`src/rtl/exc_pkg.sv`:
```
package exc_pkg;

    typedef enum logic [2:0] {
        CLS_NONE,
        CLS_POR,
        CLS_MRST,
        CLS_ADDR,
        CLS_IRQ,
        CLS_SLOT,
        CLS_GILL,
        CLS_TRAP
    } exc_cls_e;

    typedef enum logic [2:0] {
        ST_IDLE,
        ST_RVEC_PC,
        ST_RVEC_SP,
        ST_PUSH_SR,
        ST_PUSH_PC,
        ST_HVEC,
        ST_DONE
    } seq_state_e;

    function automatic logic cls_is_reset(exc_cls_e c);
        return (c == CLS_POR) || (c == CLS_MRST);
    endfunction

endpackage

```
`src/rtl/exc_rst_detect.sv`:
```
module exc_rst_detect (
    input  logic clk,
    input  logic res_n,
    input  logic nmi,
    output logic rst_rise,
    output logic rst_por
);

    logic res_seen_q;

    // Cleared asynchronously while the pin is low; first edge after release sets it.
    always_ff @(posedge clk or negedge res_n) begin
        if (!res_n) begin
            res_seen_q <= 1'b0;
        end else begin
            res_seen_q <= 1'b1;
        end
    end

    assign rst_rise = res_n & ~res_seen_q;
    assign rst_por  = nmi;

endmodule

```
`src/rtl/exc_src_classify.sv`:
```
module exc_src_classify
    import exc_pkg::*;
#(
    parameter int VEC_W        = 8,
    parameter int VEC_ADDR_ERR = 9,
    parameter int VEC_IRQ      = 64,
    parameter int VEC_SLOT_ILL = 6,
    parameter int VEC_GEN_ILL  = 4,
    parameter int VEC_TRAP     = 32
) (
    input  logic             rst_rise,
    input  logic             rst_por,
    input  logic             ex_idle,
    input  logic             addr_err,
    input  logic             irq_req,
    input  logic             dec_undef,
    input  logic             dec_slot,
    input  logic             dec_pcwr,
    input  logic             trap_req,
    output exc_cls_e         cls,
    output logic             start,
    output logic [VEC_W-1:0] vec
);

    logic slot_fault;
    logic gen_fault;

    assign slot_fault = dec_slot & (dec_undef | dec_pcwr);
    assign gen_fault  = dec_undef & ~dec_slot;

    // Fixed priority chain; a blocked higher source holds off all lower ones.
    always_comb begin
        cls   = CLS_NONE;
        start = 1'b0;
        if (rst_rise) begin
            cls   = rst_por ? CLS_POR : CLS_MRST;
            start = 1'b1;
        end else if (addr_err) begin
            cls   = CLS_ADDR;
            start = ex_idle;
        end else if (irq_req) begin
            cls   = CLS_IRQ;
            start = ex_idle;
        end else if (slot_fault) begin
            cls   = CLS_SLOT;
            start = 1'b1;
        end else if (gen_fault) begin
            cls   = CLS_GILL;
            start = 1'b1;
        end else if (trap_req) begin
            cls   = CLS_TRAP;
            start = 1'b1;
        end
    end

    always_comb begin
        unique case (cls)
            CLS_ADDR: vec = VEC_W'(VEC_ADDR_ERR);
            CLS_IRQ:  vec = VEC_W'(VEC_IRQ);
            CLS_SLOT: vec = VEC_W'(VEC_SLOT_ILL);
            CLS_GILL: vec = VEC_W'(VEC_GEN_ILL);
            CLS_TRAP: vec = VEC_W'(VEC_TRAP);
            default:  vec = '0;
        endcase
    end

endmodule

```
`src/rtl/exc_seq_fsm.sv`:
```
module exc_seq_fsm
    import exc_pkg::*;
#(
    parameter int             DW        = 32,
    parameter int             VEC_W     = 8,
    parameter int             MASK_LSB  = 4,
    parameter int             MASK_W    = 4,
    parameter logic [DW-1:0]  POR_BASE  = '0,
    parameter logic [DW-1:0]  MRST_BASE = DW'(8)
) (
    input  logic              clk,
    input  logic              res_n,
    input  logic              start,
    input  exc_cls_e          cls,
    input  logic [VEC_W-1:0]  vec,
    input  logic [MASK_W-1:0] irq_lvl,
    input  logic [DW-1:0]     cur_pc,
    input  logic [DW-1:0]     cur_sr,
    input  logic [DW-1:0]     cur_r15,
    input  logic [DW-1:0]     cur_vbr,
    output logic              bus_req,
    output logic              bus_we,
    output logic [DW-1:0]     bus_addr,
    output logic [DW-1:0]     bus_wdata,
    input  logic [DW-1:0]     bus_rdata,
    input  logic              bus_ack,
    output logic [DW-1:0]     new_pc,
    output logic [DW-1:0]     new_sp,
    output logic [DW-1:0]     new_sr,
    output logic [DW-1:0]     new_vbr,
    output logic              done,
    output exc_cls_e          cls_q,
    output logic [MASK_W-1:0] lvl_q
);

    localparam int            WORD_B   = DW / 8;
    localparam logic [DW-1:0] STEP     = DW'(WORD_B);
    localparam logic [DW-1:0] STEP2    = DW'(2 * WORD_B);
    localparam int            VPAD     = DW - VEC_W - 2;

    seq_state_e        st_q, st_d;
    logic [VEC_W-1:0]  vec_q;
    logic [DW-1:0]     pc_q, sr_q, sp_q, vbr_q;
    logic [DW-1:0]     rst_base;
    logic [DW-1:0]     vec_off;

    function automatic logic [DW-1:0] with_mask(logic [DW-1:0] s, logic [MASK_W-1:0] m);
        logic [DW-1:0] r;
        r = s;
        r[MASK_LSB +: MASK_W] = m;
        return r;
    endfunction

    assign rst_base = (cls_q == CLS_POR) ? POR_BASE : MRST_BASE;
    assign vec_off  = {{VPAD{1'b0}}, vec_q, 2'b00};

    // State register
    always_ff @(posedge clk or negedge res_n) begin
        if (!res_n) begin
            st_q <= ST_IDLE;
        end else begin
            st_q <= st_d;
        end
    end

    // Next-state logic
    always_comb begin
        st_d = st_q;
        unique case (st_q)
            ST_IDLE: begin
                if (start) begin
                    st_d = cls_is_reset(cls) ? ST_RVEC_PC : ST_PUSH_SR;
                end
            end
            ST_RVEC_PC: if (bus_ack) st_d = ST_RVEC_SP;
            ST_RVEC_SP: if (bus_ack) st_d = ST_DONE;
            ST_PUSH_SR: if (bus_ack) st_d = ST_PUSH_PC;
            ST_PUSH_PC: if (bus_ack) st_d = ST_HVEC;
            ST_HVEC:    if (bus_ack) st_d = ST_DONE;
            ST_DONE:    st_d = ST_IDLE;
            default:    st_d = ST_IDLE;
        endcase
    end

    // Bus and strobe outputs, decoded from the state
    always_comb begin
        bus_req   = 1'b0;
        bus_we    = 1'b0;
        bus_addr  = '0;
        bus_wdata = '0;
        done      = 1'b0;
        unique case (st_q)
            ST_IDLE: ;
            ST_RVEC_PC: begin
                bus_req  = 1'b1;
                bus_addr = rst_base;
            end
            ST_RVEC_SP: begin
                bus_req  = 1'b1;
                bus_addr = rst_base + STEP;
            end
            ST_PUSH_SR: begin
                bus_req   = 1'b1;
                bus_we    = 1'b1;
                bus_addr  = sp_q - STEP;
                bus_wdata = sr_q;
            end
            ST_PUSH_PC: begin
                bus_req   = 1'b1;
                bus_we    = 1'b1;
                bus_addr  = sp_q - STEP2;
                bus_wdata = pc_q;
            end
            ST_HVEC: begin
                bus_req  = 1'b1;
                bus_addr = vbr_q + vec_off;
            end
            ST_DONE: done = 1'b1;
            default: ;
        endcase
    end

    // Captured context and result registers
    always_ff @(posedge clk or negedge res_n) begin
        if (!res_n) begin
            cls_q   <= CLS_NONE;
            vec_q   <= '0;
            lvl_q   <= '0;
            pc_q    <= '0;
            sr_q    <= '0;
            sp_q    <= '0;
            vbr_q   <= '0;
            new_pc  <= '0;
            new_sp  <= '0;
            new_sr  <= '0;
            new_vbr <= '0;
        end else begin
            unique case (st_q)
                ST_IDLE: begin
                    if (start) begin
                        cls_q <= cls;
                        vec_q <= vec;
                        lvl_q <= irq_lvl;
                        pc_q  <= cur_pc;
                        sr_q  <= cur_sr;
                        sp_q  <= cur_r15;
                        vbr_q <= cur_vbr;
                    end
                end
                ST_RVEC_PC: begin
                    if (bus_ack) new_pc <= bus_rdata;
                end
                ST_RVEC_SP: begin
                    if (bus_ack) begin
                        new_sp  <= bus_rdata;
                        new_vbr <= '0;
                        new_sr  <= with_mask(sr_q, '1);
                    end
                end
                ST_HVEC: begin
                    if (bus_ack) begin
                        new_pc  <= bus_rdata;
                        new_sp  <= sp_q - STEP2;
                        new_vbr <= vbr_q;
                        new_sr  <= (cls_q == CLS_IRQ) ? with_mask(sr_q, lvl_q) : sr_q;
                    end
                end
                default: ;
            endcase
        end
    end

endmodule

```
`src/rtl/exc_entry_seq.sv`:
```
module exc_entry_seq
    import exc_pkg::*;
#(
    parameter int DW           = 32,
    parameter int VEC_W        = 8,
    parameter int MASK_LSB     = 4,
    parameter int MASK_W       = 4,
    parameter int VEC_ADDR_ERR = 9,
    parameter int VEC_IRQ      = 64,
    parameter int VEC_SLOT_ILL = 6,
    parameter int VEC_GEN_ILL  = 4,
    parameter int VEC_TRAP     = 32
) (
    input  logic              clk,
    input  logic              res_n,
    input  logic              nmi,
    input  logic              ex_idle,
    input  logic              addr_err,
    input  logic              irq_req,
    input  logic [MASK_W-1:0] irq_lvl,
    input  logic              dec_undef,
    input  logic              dec_slot,
    input  logic              dec_pcwr,
    input  logic              trap_req,
    input  logic [DW-1:0]     cur_pc,
    input  logic [DW-1:0]     cur_sr,
    input  logic [DW-1:0]     cur_r15,
    input  logic [DW-1:0]     cur_vbr,
    output logic              bus_req,
    output logic              bus_we,
    output logic [DW-1:0]     bus_addr,
    output logic [DW-1:0]     bus_wdata,
    input  logic [DW-1:0]     bus_rdata,
    input  logic              bus_ack,
    output logic [DW-1:0]     new_pc,
    output logic [DW-1:0]     new_sp,
    output logic [DW-1:0]     new_sr,
    output logic [DW-1:0]     new_vbr,
    output logic              done
);

    localparam logic [DW-1:0] POR_BASE  = '0;
    localparam logic [DW-1:0] MRST_BASE = DW'(2 * (DW / 8));

    logic              rst_rise;
    logic              rst_por;
    exc_cls_e          src_cls;
    logic              src_start;
    logic [VEC_W-1:0]  src_vec;
    exc_cls_e          cls_q;
    logic [MASK_W-1:0] lvl_q;

    exc_rst_detect u_rst (
        .clk      (clk),
        .res_n    (res_n),
        .nmi      (nmi),
        .rst_rise (rst_rise),
        .rst_por  (rst_por)
    );

    exc_src_classify #(
        .VEC_W        (VEC_W),
        .VEC_ADDR_ERR (VEC_ADDR_ERR),
        .VEC_IRQ      (VEC_IRQ),
        .VEC_SLOT_ILL (VEC_SLOT_ILL),
        .VEC_GEN_ILL  (VEC_GEN_ILL),
        .VEC_TRAP     (VEC_TRAP)
    ) u_cls (
        .rst_rise  (rst_rise),
        .rst_por   (rst_por),
        .ex_idle   (ex_idle),
        .addr_err  (addr_err),
        .irq_req   (irq_req),
        .dec_undef (dec_undef),
        .dec_slot  (dec_slot),
        .dec_pcwr  (dec_pcwr),
        .trap_req  (trap_req),
        .cls       (src_cls),
        .start     (src_start),
        .vec       (src_vec)
    );

    exc_seq_fsm #(
        .DW        (DW),
        .VEC_W     (VEC_W),
        .MASK_LSB  (MASK_LSB),
        .MASK_W    (MASK_W),
        .POR_BASE  (POR_BASE),
        .MRST_BASE (MRST_BASE)
    ) u_fsm (
        .clk       (clk),
        .res_n     (res_n),
        .start     (src_start),
        .cls       (src_cls),
        .vec       (src_vec),
        .irq_lvl   (irq_lvl),
        .cur_pc    (cur_pc),
        .cur_sr    (cur_sr),
        .cur_r15   (cur_r15),
        .cur_vbr   (cur_vbr),
        .bus_req   (bus_req),
        .bus_we    (bus_we),
        .bus_addr  (bus_addr),
        .bus_wdata (bus_wdata),
        .bus_rdata (bus_rdata),
        .bus_ack   (bus_ack),
        .new_pc    (new_pc),
        .new_sp    (new_sp),
        .new_sr    (new_sr),
        .new_vbr   (new_vbr),
        .done      (done),
        .cls_q     (cls_q),
        .lvl_q     (lvl_q)
    );

endmodule

```
`config.mk`:
```
export PLATFORM = sky130hd
export DESIGN_NAME = exc_entry_seq
export DESIGN_NICKNAME = d
export VERILOG_FILES = /design/src/rtl/exc_pkg.sv /design/src/rtl/exc_rst_detect.sv /design/src/rtl/exc_src_classify.sv /design/src/rtl/exc_seq_fsm.sv /design/src/rtl/exc_entry_seq.sv
export SDC_FILE = /design/constraint.sdc
export NUM_CORES = 1
export LEC_CHECK = 0
export ABC_AREA = 1
export BUFFER_PORTS_ARGS = -buffer_cell sky130_fd_sc_hd__buf_2
export CAP_MARGIN = 20
export CORE_MARGIN = 3
export CORE_UTILIZATION = 40
export CTS_BUF_LIST = sky130_fd_sc_hd__clkbuf_8
export CTS_CLUSTER_DIAMETER = 40
export DETAILED_ROUTE_END_ITERATION = 6
export GPL_TIMING_DRIVEN = 0
export PLACE_DENSITY_LB_ADDON = 0.3
export SETUP_SLACK_MARGIN = 0.3
export SYNTH_ARGS = -nofsm -noshare
export SYNTH_HDL_FRONTEND = slang
export SYNTH_SLANG_ARGS = --single-unit
```
`constraint.sdc`:
```
create_clock -name clk -period 2.8 [get_ports clk]
set_input_delay 0.56 -clock clk [delete_from_list [all_inputs] [get_ports clk]]
set_output_delay 0.56 -clock clk [all_outputs]
set_load 0.05 [all_outputs]
```
# Yosys cells after proc, flatten, opt, wreduce, memory -nomap -nowiden
# Cells that the tools add are included.
dict set report op_classes {
  addsub 4
  n_mul 0
  div_mod_pow 0
  n_lt_le_gt_ge 0
  eq_ne 22
  shift 0
  mux 37
  bitwise 6
  n_reduce_logical 11
}
# op count
set ops {}
lappend ops {{one-hot mux 32 bit (2 select lines)} 4}
lappend ops {{two-way mux 32 bit} 6}
lappend ops {{one-hot mux 32 bit (5 select lines)} 1}
lappend ops {{one-hot mux 7 bit (5 select lines)} 1}
lappend ops {{two-way mux 3 bit} 11}
lappend ops {{adder 32 x 10 -> 32 bit} 1}
lappend ops {{adder 32 x 3 -> 32 bit (second input constant)} 1}
lappend ops {{subtractor 32 x 3 -> 32 bit (second input constant)} 1}
lappend ops {{subtractor 32 x 4 -> 32 bit (second input constant)} 1}
lappend ops {{equality test 3 bit (second input constant)} 8}
lappend ops {{one-hot mux 3 bit (5 select lines)} 1}
lappend ops {{equality test 3 x 2 -> 1 bit (second input constant)} 4}
lappend ops {{!= test 2 bit (second input constant)} 6}
lappend ops {{equality test 3 x 1 -> 1 bit (second input constant)} 3}
lappend ops {{two-way mux 1 bit} 9}
lappend ops {{two-way mux 8 bit} 1}
lappend ops {{OR reduction 2 bit} 3}
lappend ops {{AND reduction 5 bit} 1}
lappend ops {{OR reduction 5 bit} 1}
lappend ops {{two-way mux 2 bit} 2}
lappend ops {{two-way mux 4 bit} 1}
lappend ops {{AND reduction 2 bit} 2}
lappend ops {{AND 1 bit} 3}
lappend ops {{logical NOT 3 bit} 1}
lappend ops {{6 further kinds} 7}
dict set report word_totals {
  register_bits 275
  latchBits 0
  ramBits 0
  rom_bits 0
  inputBits 175
  mem_count 0
}

# Logic depth before layout (Yosys ltp)
# Gate-level depths: netlist of run 1.
dict set report logic_depth {
  ltp_word 12
  depth_mapped 13
  depth_no_buf 13
}

# Cells and area by module
# A second synthesis of run 1 with hierarchy kept.
dict set report hier_totals {
  hier_cells 1713
  area_unflattened_um2 14121.0
}
# module instances cells_per_inst area_per_inst_um2 seq_area_each_um2
set modules_own_cells {}
lappend modules_own_cells {exc_seq_fsm 1 1663 13847.0 6856.6}
lappend modules_own_cells {exc_src_classify 1 45 227.7 0.0}
lappend modules_own_cells {exc_rst_detect 1 5 46.3 25.0}

# Least setup slack after synthesis of run 1
# Ideal clock, no wire load.
dict set report synth_timing {
  path_type {register to output}
  from {register u_fsm.st_q[2]}
  to {output done}
  arrival_time_ns 2.451
  required_ns 2.240
  slack_ns -0.211
  path_stages_with_launch 10
  path_buffers 1
  cell_sequence {dfrtp_1 > inv_2 > nand2_1 > nor2_4 > inv_2 > buf_2 > nand2_2 > inv_2 > nand2_2 > nor3_1}
}
dict set report synth_via {
  elab_chain_cells 2
}
# item line
set synth_rtl {}
lappend synth_rtl {{start, declared} exc_seq_fsm.sv:41} ;# seq_state_e st_q, st_d;
lappend synth_rtl {{start signal, assigned} exc_seq_fsm.sv:62} ;# st_q <= st_d;
lappend synth_rtl {{equality test 3 bit} exc_seq_fsm.sv:92} ;# unique case (st_q)
lappend synth_rtl {{two-way mux 1 bit} exc_seq_fsm.sv:92}
lappend synth_rtl {{end, declared} exc_entry_seq.sv:39} ;# output logic done
# Every way passes these cells.

# Worst setup path after layout of run 1
dict set report layout_timing {
  from {register u_fsm.vec_q[3]}
  to {output bus_addr[14]}
}
dict set report layout_via {
  elab_chain_cells 2
}
# item line
set layout_rtl {}
lappend layout_rtl {{start, declared} exc_seq_fsm.sv:42} ;# logic [VEC_W-1:0] vec_q;
lappend layout_rtl {{start signal, assigned} exc_seq_fsm.sv:142} ;# vec_q <= vec;
lappend layout_rtl {{adder 32 x 10 -> 32 bit} exc_seq_fsm.sv:116} ;# bus_addr = vbr_q + vec_off;
lappend layout_rtl {{one-hot mux 32 bit (5 select lines)} exc_seq_fsm.sv:92}
lappend layout_rtl {{end, declared} exc_entry_seq.sv:31} ;# output logic [DW-1:0] bus_addr,
# Every way passes these cells.

==> results of run 1 <==
cells in the final DEF (no fill, tap or decap), types with 8 or more instances in the layout:
| cell type | instances |
|---|---|
| nand2_1 | 544 |
| buf_2 | 318 |
| dfrtp_1 | 261 |
| inv_1 | 138 |
| o21ai_1 | 108 |
| nor2_1 | 97 |
| nand3_1 | 87 |
| buf_4 | 83 |
| o21ai_0 | 67 |
| clkbuf_8 | 66 |
| a21oi_1 | 64 |
| buf_6 | 54 |
| nand2_2 | 45 |
| nand3_2 | 43 |
| buf_8 | 37 |
| mux2_2 | 32 |
| o21ai_4 | 27 |
| nand2_4 | 22 |
| nor2_4 | 21 |
| clkbuf_1 | 20 |
| nand4_1 | 16 |
| inv_2 | 13 |
| nor2_2 | 13 |
| nand3_4 | 12 |
| dfrtp_2 | 11 |
| clkbuf_16 | 9 |
| xor2_1 | 9 |
| a31oi_1 | 9 |
| buf_12 | 8 |
power breakdown:
part	internal [mW]	switching (mW)
sequential	5.85	1.45
clock	2.42	1.85
combinational	5.49	11.9
sequential cells by signal, summed over array words and instances (netlist names), 3 cells and up:
register and cells:
u_fsm.sr_q 32, u_fsm.cls_q 3, u_fsm.st_q 3, u_fsm.new_vbr 32
u_fsm.lvl_q 4, u_fsm.vec_q 5, u_fsm.new_pc 32, u_fsm.vbr_q 32
u_fsm.pc_q 32, u_fsm.new_sp 32, u_fsm.sp_q 32, u_fsm.new_sr 32
metal layers:
metal / up-vias / routed length, µm
met4: 2 / 1854
met5: - / 13
li1: 6814 / -
met3: 127 / 5243
met2: 696 / 28070
met1: 7184 / 23410
cell usage after synthesis (2+ instances only):
library cell	count	area, µm²
nand4_1	16	100.1
nor3b_1	2	15.01
clkbuf_1	32	120.1
buf_4	16	120.1
nand2_2	5	31.28
a21oi_1	70	350.3
mux2_2	32	360.4
o21a_1	2	15.01
ha_1	9	112.6
nand2_1	609	2286
buf_2	21	105.1
inv_2	8	30.03
inv_1	136	510.5
o2111ai_1	2	17.52
o22ai_1	3	18.77
a22o_1	4	35.03
buf_6	2	22.52
o211ai_1	3	22.52
or2_2	4	25.02
a31oi_1	9	56.30
o21ai_1	102	510.5
o21ai_0	107	535.5
nor3_1	7	35.03
nand3_1	141	705.7
nand3b_1	3	22.52
nor2_2	3	18.77
dfrtp_1	272	6807
nor2_4	4	45.04
buf_1	3	11.26
xor2_1	11	96.34
nor2_1	124	465.5
worst max path at each step:
stage / start / slack, ps / end
floorplan: u_fsm.st_q[2]$_DFFE_PN0P_ / 60 / bus_wdata[10]
finish: u_fsm.vec_q[3]$_DFFE_PN0P_ / -460 / bus_addr[14]
CTS: u_fsm.vec_q[3]$_DFFE_PN0P_ / -460 / bus_addr[24]
detailed placement: res_n / -1020 / u_fsm.sp_q[25]$_DFFE_PN0P_
global route: u_fsm.vec_q[3]$_DFFE_PN0P_ / -540 / bus_addr[14]
global placement: res_n / -4870 / u_fsm.sp_q[25]$_DFFE_PN0P_
cells by family (layout without fill, tap and decap cells):
group	count (synthesis)	in the layout	share of synthesized area (%)
AND/OR/NAND/NOR	920	920	27.54
AO/OA/AOI/OAI	304	304	11.54
flip-flops	272	272	49.77
buffers and inverters	219	780	6.761
multiplexers	32	32	2.635
XOR/XNOR	12	12	0.7685
adder cells (fa/ha/maj)	10	10	0.9697
other	1	4	0.02742
timing repair:
action,4_1_cts,5_1_grt
hold buffers,2,1
endpoints found under the hold margin,73,80
pin swaps,26,55
buffers inserted,34,54
gates resized for setup,384,230
setup endpoints to repair,201,210
gates cloned,5,1
layout make-up:
type / instances / area [µm²]
antenna: 3 / 7.507
buffer: 75 / 616.8
clock buffer: 66 / 908.4
clock inverter: 28 / 229.0
fill: 2961 / 13120
inverter: 144 / 568.0
multi-input combinational: 1279 / 7353
sequential: 272 / 6820
tap: 448 / 560.5
timing repair buffer: 467 / 3435
==> results.json, run 1 <==
{
  "status": "finished, violations left",
  "failed_checks": "setup timing",
  "syn_avg_cell_area_um2": 7.727,
  "synthCells": 1770,
  "syn_area_mm2": 0.01368,
  "slew_headroom_pct": 55.70,
  "first_pass_iters": 5,
  "met3_usage_pct": 7.739,
  "path_class": "flip-flop to output pin",
  "grt_max_degree": 82,
  "clock_path_buffers": 3,
  "rows": 67,
  "cts_tree": "built",
  "tns_ps": -35280,
  "rrSetupSlack_ps": 470,
  "critical_path.top_delay_family": "simple AND/OR/NAND/NOR gates",
  "wl_per_cell_um": 21.06,
  "drive_gt1_share_pct": 38.10,
  "clock_latency_ps": 650,
  "drv_slew": 0,
  "fin_skew_ps": 30.53,
  "slowest_delay_ps": 460,
  "rsz0062_at_grt": "yes",
  "period_needed_ps": 3261,
  "die_w_um": 190.9,
  "p_total_mw": 28.91,
  "hp-class": "primary input to asynchronous set/reset pin",
  "syn_nets": 1955,
  "synth_edf_count": 0,
  "use_met1_pct": 40.21,
  "rr_startpoint": "u_fsm.st_q[1]$_DFFE_PN0P_",
  "ant_nets": 0,
  "met2_usage_pct": 50.79,
  "cts_made_buffers": 54,
  "clk_pin_slew_ps": 60,
  "dpl.cell_count": 2589,
  "wl_um": 58590,
  "synth_flop_cell": "dfrtp_1",
  "grt-ovfl-total": 0,
  "cellPowerDensity_mw_per_mm2": 1410,
  "ys_seq_area_share_pct": 49.77,
  "place_congestion": 0.9654,
  "worst_setup_path_end_kind": "output pin",
  "cp.arrival_ps": 2700,
  "rr_endpoint": "u_fsm.sp_q[14]$_DFFE_PN0P_",
  "stdcell_area_mm2": 0.02050,
  "dpl_worst_slack_ps": -1022,
  "timing.final.crit_share_pct": 116.5,
  "grt-busiest-layer": "met2",
  "crit_buf_inv": 1,
  "finalNetCount": 2478,
  "hpwl_um": 41770,
  "fmax_mhz": 306.7,
  "area_growth_pct": 49.88,
  "fp.dieH_um": 190.9,
  "grt_pass1_wl_um": 84970,
  "finalHoldViolCount": 0,
  "path_max_fanout": 8,
  "setup_violations": 183,
  "path_cells": "ha_4 -> fa_2 -> nand2_2 -> nand3_4 -> nand2_4 -> o21ai_4 -> or2_4 -> nand2_4 -> nand3_4 -> buf_8",
  "ios": 370,
  "clockRootBuffer": "clkbuf_8",
  "drcViolationCount": 0,
  "clock_sinks": 272,
  "start_util_pct": 40.69,
  "dpl_cell_area_mm2": 0.01618,
  "grt_pass1_vias": 14297,
  "crit_required_ps": 2240,
  "ys_seq_elements": 272,
  "post-route-util_pct": 60.98,
  "core_mm2": 0.03362,
  "final_cell_count_no_fill": 2782,
  "crit_path_start_kind": "flip-flop",
  "dieArea_mm2": 0.03645,
  "leakage_nw": 10.15,
  "maxCapViolCount": 0,
  "grt_usage_pct": 30.87,
  "r2r_cells": 9,
  "critical-path-slowest-cell": "dfrtp_2",
  "via_per_inst": 5.328,
  "drt_iter0_markers": 1043,
  "yosysUniqueCellTypes": 39,
  "cp_num_cells": 10,
  "irDropWorstVdd_uv": 928.5,
  "yosysWarnings": 0,
  "tightest_slew_ps": 664.5,
  "holdWs_ps": 42.59,
  "async_flop_share_pct": 100.0,
  "port_buffers": 369,
  "via_count": 14823,
  "antenna_found_initial": 5,
  "htreeDepth": 2,
  "setup_ws_ps": -460.9
}
Power figures use the tool's default switching activity.
==> inputs of run 2 (changes only) <==
==> constraint.sdc (replaced) <==
create_clock -name clk -period 2.7 [get_ports clk]
set_input_delay 0.54 -clock clk [delete_from_list [all_inputs] [get_ports clk]]
set_output_delay 0.54 -clock clk [all_outputs]
set_load 0.05 [all_outputs]
==> results.json, run 2 (synthesized netlist as in run 1, its figures left out) <==
{
  "htreeDepth": 2,
  "wl_um": 57040,
  "post-route-util_pct": 59.56,
  "port_buffers": 369,
  "cp.arrival_ps": 2640,
  "area_growth_pct": 46.38,
  "fin_skew_ps": 22.74,
  "via_per_inst": 5.319,
  "worst_setup_path_end_kind": "output pin",
  "holdWs_ps": -9.979,
  "clock_sinks": 272,
  "path_max_fanout": 7,
  "critical-path-slowest-cell": "dfrtp_2",
  "maxCapViolCount": 0,
  "final_cell_mix": "nand2_1 (540), buf_2 (318), dfrtp_1 (263)",
  "grt-ovfl-total": 0,
  "final_common_cell": "nand2_1",
  "dieArea_mm2": 0.03645,
  "via_count": 14658,
  "finalHoldViolCount": 5,
  "crit_required_ps": 2160,
  "ant_nets": 0,
  "clock_latency_ps": 610,
  "nFillCells": 3027,
  "setup_ws_ps": -483.4,
  "wl_per_cell_um": 20.70,
  "grt_usage_pct": 29.56,
  "rsz0062_at_grt": "yes",
  "grt_max_degree": 119,
  "timing.final.crit_share_pct": 117.9,
  "start_util_pct": 40.69,
  "leakage_nw": 10.12,
  "place_congestion": 0.9442,
  "status": "finished, violations left",
  "cts_tree": "built",
  "failed_checks": "hold timing, setup timing",
  "rrSetupSlack_ps": 430,
  "crit_path_start_kind": "flip-flop",
  "fmax_mhz": 314.1,
  "first_pass_iters": 5,
  "clk_pin_slew_ps": 60,
  "drive_gt1_share_pct": 36.57,
  "p_total_mw": 29.34,
  "irDropWorstVdd_uv": 974.6,
  "grt_pass1_vias": 14128,
  "slowest_delay_ps": 460,
  "tightest_slew_ps": 670.0,
  "die_w_um": 190.9,
  "antenna_found_initial": 9,
  "grt_pass1_wl_um": 82410,
  "setup_violations": 191,
  "ios": 370,
  "clock_path_buffers": 3,
  "cellPowerDensity_mw_per_mm2": 1466,
  "drcViolationCount": 0,
  "finalNetCount": 2457,
  "clockRootBuffer": "clkbuf_8",
  "period_needed_ps": 3183,
  "slew_headroom_pct": 55.33,
  "dpl_worst_slack_ps": -673.4,
  "cts_made_buffers": 51,
  "drt_iter0_markers": 1058,
  "rows": 67,
  "hp-class": "primary input to asynchronous set/reset pin",
  "path_class": "flip-flop to output pin",
  "fp.dieH_um": 190.9,
  "path_cells": "ha_4 -> fa_2 -> nand2_2 -> nand3_4 -> nand2_4 -> o21ai_4 -> or2_4 -> nand2_4 -> nand3_4 -> buf_8",
  "hpwl_um": 40390,
  "drv_slew": 0,
  "core_mm2": 0.03362
}
-- run 2: worst paths after layout --
check / cells past startpoint / to / startpoint
max: 10 / bus_addr[14] / u_fsm.vec_q[3]$_DFFE_PN0P_
min: 2 / u_fsm.new_sp[22]$_DFFE_PN0P_ / res_n
max reg2reg: 9 / u_fsm.new_vbr[0]$_DFFE_PN0P_ / u_fsm.st_q[1]$_DFFE_PN0P_
min reg2reg: 2 / u_fsm.new_vbr[14]$_DFFE_PN0P_ / u_fsm.new_vbr[14]$_DFFE_PN0P_
max in group asynchronous: 3 / u_fsm.new_sr[10]$_DFFE_PN0P_ / res_n
min in group clk: 3 / u_fsm.lvl_q[3]$_DFFE_PN0P_ / irq_lvl[3]
-- run 2: per-layer routing --
| layer | global-route usage, % | vias to the layer above | wire length (µm) |
|---|---|---|---|
| met5 | 0 | - | 62 |
| met4 | 10.53 | 12 | 2130 |
| met3 | 6.675 | 140 | 4409 |
| met2 | 49.54 | 642 | 27530 |
| met1 | 37.69 | 7103 | 22910 |
| li1 | - | 6761 | - |
-- run 2: final cells by class --
cell class / instances / area [µm²] / area share (%)
repair buffers: 449 / 3261 / 16.29
plain buffers: 75 / 620.6 / 3.100
inverters: 144 / 560.5 / 2.800
clock buffers: 56 / 770.7 / 3.850
flip-flops and latches: 272 / 6818 / 34.05
diodes: 3 / 7.507 / 0.03750
clock inverters: 30 / 272.8 / 1.362
multi-input cells: 1279 / 7149 / 35.71
well taps: 448 / 560.5 / 2.800
-- run 2: where the power goes --
group          internal, mW  switching (mW)  total, mW
Sequential             6.06            1.56       7.62
Combinational          5.53            12.0       17.5
Clock                  2.38            1.86       4.23
Total                  14.0            15.4       29.3
-- run 2: stage by stage --
stage	TNS, ps	cells	area, µm²
finish	-27780	2756	20020
global placement	-1743970	2587	16140
floorplan	-383.0	1770	13730
CTS	-32820	2710	18830
global route	-57680	2754	20020
detailed placement	-74650	2589	16200
-- run 2: critical path: cells and delay by family (launching register included) --
kind | cells | cell delay [ps]
simple gates | 6 | 760
buf+inv | 1 | 170
flops | 1 | 460
fa+ha+maj | 2 | 550
compound gates | 1 | 110
-- run 2: repair_timing --
action | CTS | global route
setup buffers | 30 | 39
gates cloned | 3 | 4
endpoints found under the setup margin | 193 | 210
hold endpoints to repair | 46 | 39
resized for setup | 359 | 206
pin swaps | 21 | 34
hold buffers | 2 | 1
